[src/rtl/cst_pkg.sv]
package cst_pkg;

    typedef enum logic [1:0] {
        ST_FRESH = 2'd0,
        ST_BUSY  = 2'd1,
        ST_GAP   = 2'd2
    } cst_state_e;

    localparam int IND_FLOOR = 2;
    localparam int SEQ_FLOOR = 1;

endpackage

[src/rtl/cst_need_calc.sv]
module cst_need_calc
    import cst_pkg::*;
#(
    parameter int N_CS = 4,
    parameter int BT_W = 4,
    localparam int CSW = (N_CS > 1) ? $clog2(N_CS) : 1,
    localparam int CW  = BT_W + 1
) (
    input  logic [N_CS*BT_W-1:0] cfg,
    input  logic [CSW-1:0]       last_cs,
    input  logic                 last_rd,
    input  logic [CSW-1:0]       nxt_cs,
    input  logic                 nxt_rd,
    input  logic                 nxt_seq,
    output logic [CW-1:0]        need
);

    logic [BT_W-1:0] fld;
    logic [CW-1:0]   stretched;
    logic            seq_case;
    logic            turn_case;

    always_comb begin
        fld       = cfg[last_cs*BT_W +: BT_W];
        stretched = {1'b0, fld} + CW'(1);
        seq_case  = last_rd && nxt_rd && nxt_seq && (nxt_cs == last_cs);
        turn_case = last_rd && (!nxt_rd || (nxt_cs != last_cs));
        if (seq_case) begin
            need = (stretched > CW'(SEQ_FLOOR)) ? stretched : CW'(SEQ_FLOOR);
        end else if (turn_case) begin
            need = (stretched > CW'(IND_FLOOR)) ? stretched : CW'(IND_FLOOR);
        end else begin
            need = CW'(IND_FLOOR);
        end
    end

endmodule

[src/rtl/cst_idle_ctr.sv]
module cst_idle_ctr #(
    parameter int CW = 5
) (
    input  logic          clk,
    input  logic          rst_n,
    input  logic          load,
    input  logic          run,
    output logic [CW-1:0] cnt
);

    always_ff @(posedge clk or negedge rst_n) begin
        if (!rst_n) begin
            cnt <= '0;
        end else if (load) begin
            cnt <= CW'(1);
        end else if (run && (cnt != '1)) begin
            cnt <= cnt + CW'(1);
        end
    end

endmodule

[src/rtl/cst_cs_drv.sv]
module cst_cs_drv #(
    parameter int N_CS = 4,
    localparam int CSW = (N_CS > 1) ? $clog2(N_CS) : 1
) (
    input  logic            clk,
    input  logic            rst_n,
    input  logic            open_en,
    input  logic [CSW-1:0]  open_idx,
    input  logic            close_en,
    output logic [N_CS-1:0] cs_n
);

    for (genvar k = 0; k < N_CS; k++) begin : g_pin
        always_ff @(posedge clk or negedge rst_n) begin
            if (!rst_n) begin
                cs_n[k] <= 1'b1;
            end else if (open_en && (open_idx == CSW'(k))) begin
                cs_n[k] <= 1'b0;
            end else if (close_en) begin
                cs_n[k] <= 1'b1;
            end
        end
    end

endmodule

[src/rtl/cst_turnaround_timer.sv]
module cst_turnaround_timer
    import cst_pkg::*;
#(
    parameter int N_CS = 4,
    parameter int BT_W = 4,
    localparam int CSW = (N_CS > 1) ? $clog2(N_CS) : 1,
    localparam int CW  = BT_W + 1
) (
    input  logic                 clk,
    input  logic                 rst_n,
    input  logic                 req_valid,
    input  logic [CSW-1:0]       req_cs,
    input  logic                 req_rd,
    input  logic                 req_seq,
    input  logic                 acc_done,
    input  logic [N_CS*BT_W-1:0] bt_cfg,
    output logic                 grant,
    output logic [N_CS-1:0]      cs_n
);

    cst_state_e     state_q;
    cst_state_e     state_d;
    logic [CSW-1:0] last_cs_q;
    logic           last_rd_q;
    logic [CW-1:0]  need;
    logic [CW-1:0]  idle_cnt;
    logic           finish;

    // state register
    always_ff @(posedge clk or negedge rst_n) begin
        if (!rst_n) begin
            state_q <= ST_FRESH;
        end else begin
            state_q <= state_d;
        end
    end

    // next state: FRESH_TO_BUSY, BUSY_TO_GAP, GAP_TO_BUSY
    always_comb begin
        state_d = state_q;
        unique case (state_q)
            ST_FRESH: if (grant)    state_d = ST_BUSY;
            ST_BUSY:  if (acc_done) state_d = ST_GAP;
            ST_GAP:   if (grant)    state_d = ST_BUSY;
            default:                state_d = ST_FRESH;
        endcase
    end

    // outputs of the machine
    always_comb begin
        grant  = 1'b0;
        finish = 1'b0;
        unique case (state_q)
            ST_FRESH: grant  = req_valid;
            ST_BUSY:  finish = acc_done;
            ST_GAP:   grant  = req_valid && (idle_cnt >= need);
            default: begin
                grant  = 1'b0;
                finish = 1'b0;
            end
        endcase
    end

    // record of the access in flight, taken at its grant
    always_ff @(posedge clk or negedge rst_n) begin
        if (!rst_n) begin
            last_cs_q <= '0;
            last_rd_q <= 1'b0;
        end else if (grant) begin
            last_cs_q <= req_cs;
            last_rd_q <= req_rd;
        end
    end

    cst_need_calc #(.N_CS(N_CS), .BT_W(BT_W)) u_need (
        .cfg     (bt_cfg),
        .last_cs (last_cs_q),
        .last_rd (last_rd_q),
        .nxt_cs  (req_cs),
        .nxt_rd  (req_rd),
        .nxt_seq (req_seq),
        .need    (need)
    );

    cst_idle_ctr #(.CW(CW)) u_ctr (
        .clk   (clk),
        .rst_n (rst_n),
        .load  (finish),
        .run   (state_q == ST_GAP),
        .cnt   (idle_cnt)
    );

    cst_cs_drv #(.N_CS(N_CS)) u_pins (
        .clk      (clk),
        .rst_n    (rst_n),
        .open_en  (grant),
        .open_idx (req_cs),
        .close_en (finish),
        .cs_n     (cs_n)
    );

endmodule

[config.mk]
export PLATFORM = sky130hd
export DESIGN_NAME = cst_turnaround_timer
export DESIGN_NICKNAME = d
export VERILOG_FILES = /design/src/rtl/cst_pkg.sv /design/src/rtl/cst_need_calc.sv /design/src/rtl/cst_idle_ctr.sv /design/src/rtl/cst_cs_drv.sv /design/src/rtl/cst_turnaround_timer.sv
export SDC_FILE = /design/constraint.sdc
export NUM_CORES = 1
export LEC_CHECK = 0
export BUFFER_PORTS_ARGS = -buffer_cell sky130_fd_sc_hd__buf_2
export CAP_MARGIN = 0
export CORE_MARGIN = 10
export CORE_UTILIZATION = 54
export CTS_BUF_LIST = sky130_fd_sc_hd__clkbuf_8
export DETAILED_ROUTE_END_ITERATION = 8
export PLACE_DENSITY = 0.82
export REMOVE_ABC_BUFFERS = 1
export SETUP_SLACK_MARGIN = 0.05
export SYNTH_ARGS = -nofsm -noshare
export SYNTH_HDL_FRONTEND = slang
export SYNTH_SLANG_ARGS = --single-unit
[constraint.sdc]
create_clock -name clk -period 4.3 [get_ports clk]
set_clock_uncertainty 0.15 [all_clocks]
set_input_delay 0.215 -clock clk [delete_from_list [all_inputs] [get_ports clk]]
set_output_delay 0.215 -clock clk [all_outputs]
set_load 0.1 [all_outputs]
==> metrics.txt <==
FF-to-FF End=last_cs_q[0]$_DFFE_PN0P_; total grt overflow=0; Rows=15; Slew @ Worst Pin=0.492 ns; hold path cells=2; outcome=completed; worst r2r src=last_cs_q[0]$_DFFE_PN0P_; Die Span Y=64.2 µm; Worst path slowest cell=mux4_2; gpl congestion=0.889; die width=64.2 µm; Residual DRC=0; main flop type after synthesis=dfrtp_1; Buf/Inv on CP=3; Seq cells post-synth=14; worst vdd ir=0.000632 V; commonest non-fill, non-tap cell in the layout=buf_2; detailed-route via count=912; r2r setup slk=0.58 ns; Hold EP=u_pins.cs_n[1]$_DFFE_PN1P_; Setup CP Type=reg2out; post-route ant nets=0; Period Utilization, post-route=92.6%; Hold/Removal Path Class=in2reg; Worst path top cell family by delay=compound AO/OA/AOI/OAI gates; WL/cell=15.1 µm; IO Pins=29; Post-synth EDFFs=0; startpoint types=flop; Worst EP arrival=3.62 ns; max-cap violation count=0; GR Util met1=13.2%; Final setup viols=0; GRT busiest layer=met2; initial core utilization=59.2%; Period minus WS final=3.98 ns; total routed wirelength=2450 µm; n_diodes=0; DPL Wire Length=2030 µm; CTS buffer count=3; Port Buf Inserts=28; unrepaired setup endpoints after global routing=false; Final Max Tran Viols=0; largest net degree at the start of global routing=15; LEAKAGE=0.611 nW; Max Fclk=251 MHz; vias in the first global route=963; iteration count of the initial detailed-routing pass=4; reg2reg path depth=13; final hold vios=0; Slew headroom=67.4%; Gate Count Post-Synth=107; GR Util met2=22.8%; CP Capture Type=output port; H-tree depth=1; most frequent cells in the layout=buf_2 (27), nor2_1 (11), ha_1 (10), dfrtp_1 (10), nand2_1 (9); worst path required time=3.93 ns; die area=4120 µm²; grt met3 use=2.96%; total track usage=12.2%; CP peak stage delay=0.59 ns; Fill cells=140; clock slew at reported path FFs=0.05 ns; ys async rst share=100%; Core Util, Final=71.6%; CP max FO=10; Post-Syn Area=1060 µm²; TritonCTS clock tree=yes; DR iter-0 viols=42; Hold Path Origin=req_cs[0]; core area=1780 µm²; synthesis-to-finish area growth=20.9%; global-route wire length before repair=4170 µm; routed vias/inst=5.63; Syn Area/Cell=9.87 µm²; register area share after synthesis=33.6%; final net count=172; clk root buf=clkbuf_8; initial antenna violation count=0; critical-path cell list=mux4_2, inv_1, ha_1, inv_1, a21oi_1, or3_1, o21ai_1, ha_1, nand2b_1, a21o_1, a21oi_1, o21ai_2, buf_4; latest clock arrival within the worst-skew pair=0.24 ns; design area=1280 µm²; layout cells sized above 1=32.8%; Max clock buf depth=2; Yosys cell types=39; DP Area=1210 µm²; PD cells=847 nW/µm²; setup TNS=0 ns; Ys Warns=0; clock sinks=14
## per-stage QoR
| step | power, mW | hold slack, ns | cells | setup slack, ns |
|---|---|---|---|---|
| detailed placement | 0.952 | -0.0336 | 157 | 0.433 |
| CTS | 1.08 | 0.0382 | 162 | 0.162 |
| finish | 1.08 | 0.0402 | 162 | 0.317 |
| floorplan | 0.826 | -0.231 | 104 | 0.219 |
| global placement | 0.922 | -0.0389 | 157 | 0.556 |
| global route | 1.17 | 0.0603 | 162 | 0.0963 |
## how the worst max path moves through the flow
stage	startpoint	end	slack (ns)	depth (start not counted)
2_1_floorplan	last_cs_q[0]$_DFFE_PN0P_	last_cs_q[0]$_DFFE_PN0P_	0.22	12
3_3_place_gp	last_cs_q[0]$_DFFE_PN0P_	grant	0.56	12
3_5_place_dp	last_cs_q[0]$_DFFE_PN0P_	grant	0.43	13
4_1_cts	last_cs_q[0]$_DFFE_PN0P_	grant	0.16	13
5_1_grt	last_cs_q[0]$_DFFE_PN0P_	grant	0.1	13
6_report	last_cs_q[0]$_DFFE_PN0P_	grant	0.32	13
## repair_timing
item,in CTS,in global routing
setup buffers,0,0
endpoints found under the setup margin,0,1
resized for setup,0,2
endpoints found under the hold margin,14,0
hold buffers,1,0
## sequential cells by signal, indices dropped and copies added (netlist names)
name / cells
last_cs_q: 2
last_rd_q: 1
state_q: 2
u_ctr.cnt: 5
u_pins.cs_n: 4
## synthesized netlist by cell type, types with 2 or more instances
master	n	area share [%]
mux4_2	4	8.5
ha_1	10	12
xor2_1	3	2.5
or2_1	2	1.2
dfstp_2	4	10
o21ai_0	3	1.4
xnor2_1	3	2.5
dfrtp_1	10	24
nand2b_1	3	1.8
inv_1	7	2.5
a21oi_1	3	1.4
clkbuf_1	2	0.71
nand3_1	3	1.4
mux2_1	3	3.2
nor2_1	11	3.9
nand3b_1	2	1.4
nand2_1	9	3.2
a31oi_1	4	2.4
## report_power, final
| part | switching (mW) | total, mW | internal, mW |
|---|---|---|---|
| sequential | 0.0710 | 0.274 | 0.203 |
| combinational | 0.433 | 0.682 | 0.249 |
| clock | 0.0438 | 0.125 | 0.0810 |
| total | 0.548 | 1.08 | 0.533 |
## layout make-up
class	instances	area, µm²	area share, %
Timing Repair Buffer	29	153	12.0
Clock buffer	4	55.1	4.31
Sequential cell	14	355	27.8
Inverter	8	30.0	2.35
Multi-Input combinational cell	82	652	51.1
Tap cell	25	31.3	2.45
## kinds of logic (layout without fill, tap and decap cells)
group           after synthesis  in the layout  share of synthesized area (%)
simple gates                 39             39                           18.7
compound gates               19             19                           13.5
flops                        14             14                           33.6
buf+inv                      11             41                           4.62
fa+ha+maj                    10             10                           11.8
mux                           8              8                           12.7
xor+xnor                      6              6                           4.98
## routing by layer
| metal | share of wire [%] | wire, µm | vias to the layer above |
|---|---|---|---|
| li1 | - | - | 442 |
| met1 | 40 | 977 | 436 |
| met2 | 54 | 1320 | 30 |
| met3 | 5.3 | 130 | 4 |
| met4 | 1.1 | 27 | 0 |
| met5 | 0 | 0 | - |
No activity file was read; power rests on OpenSTA's default activity.
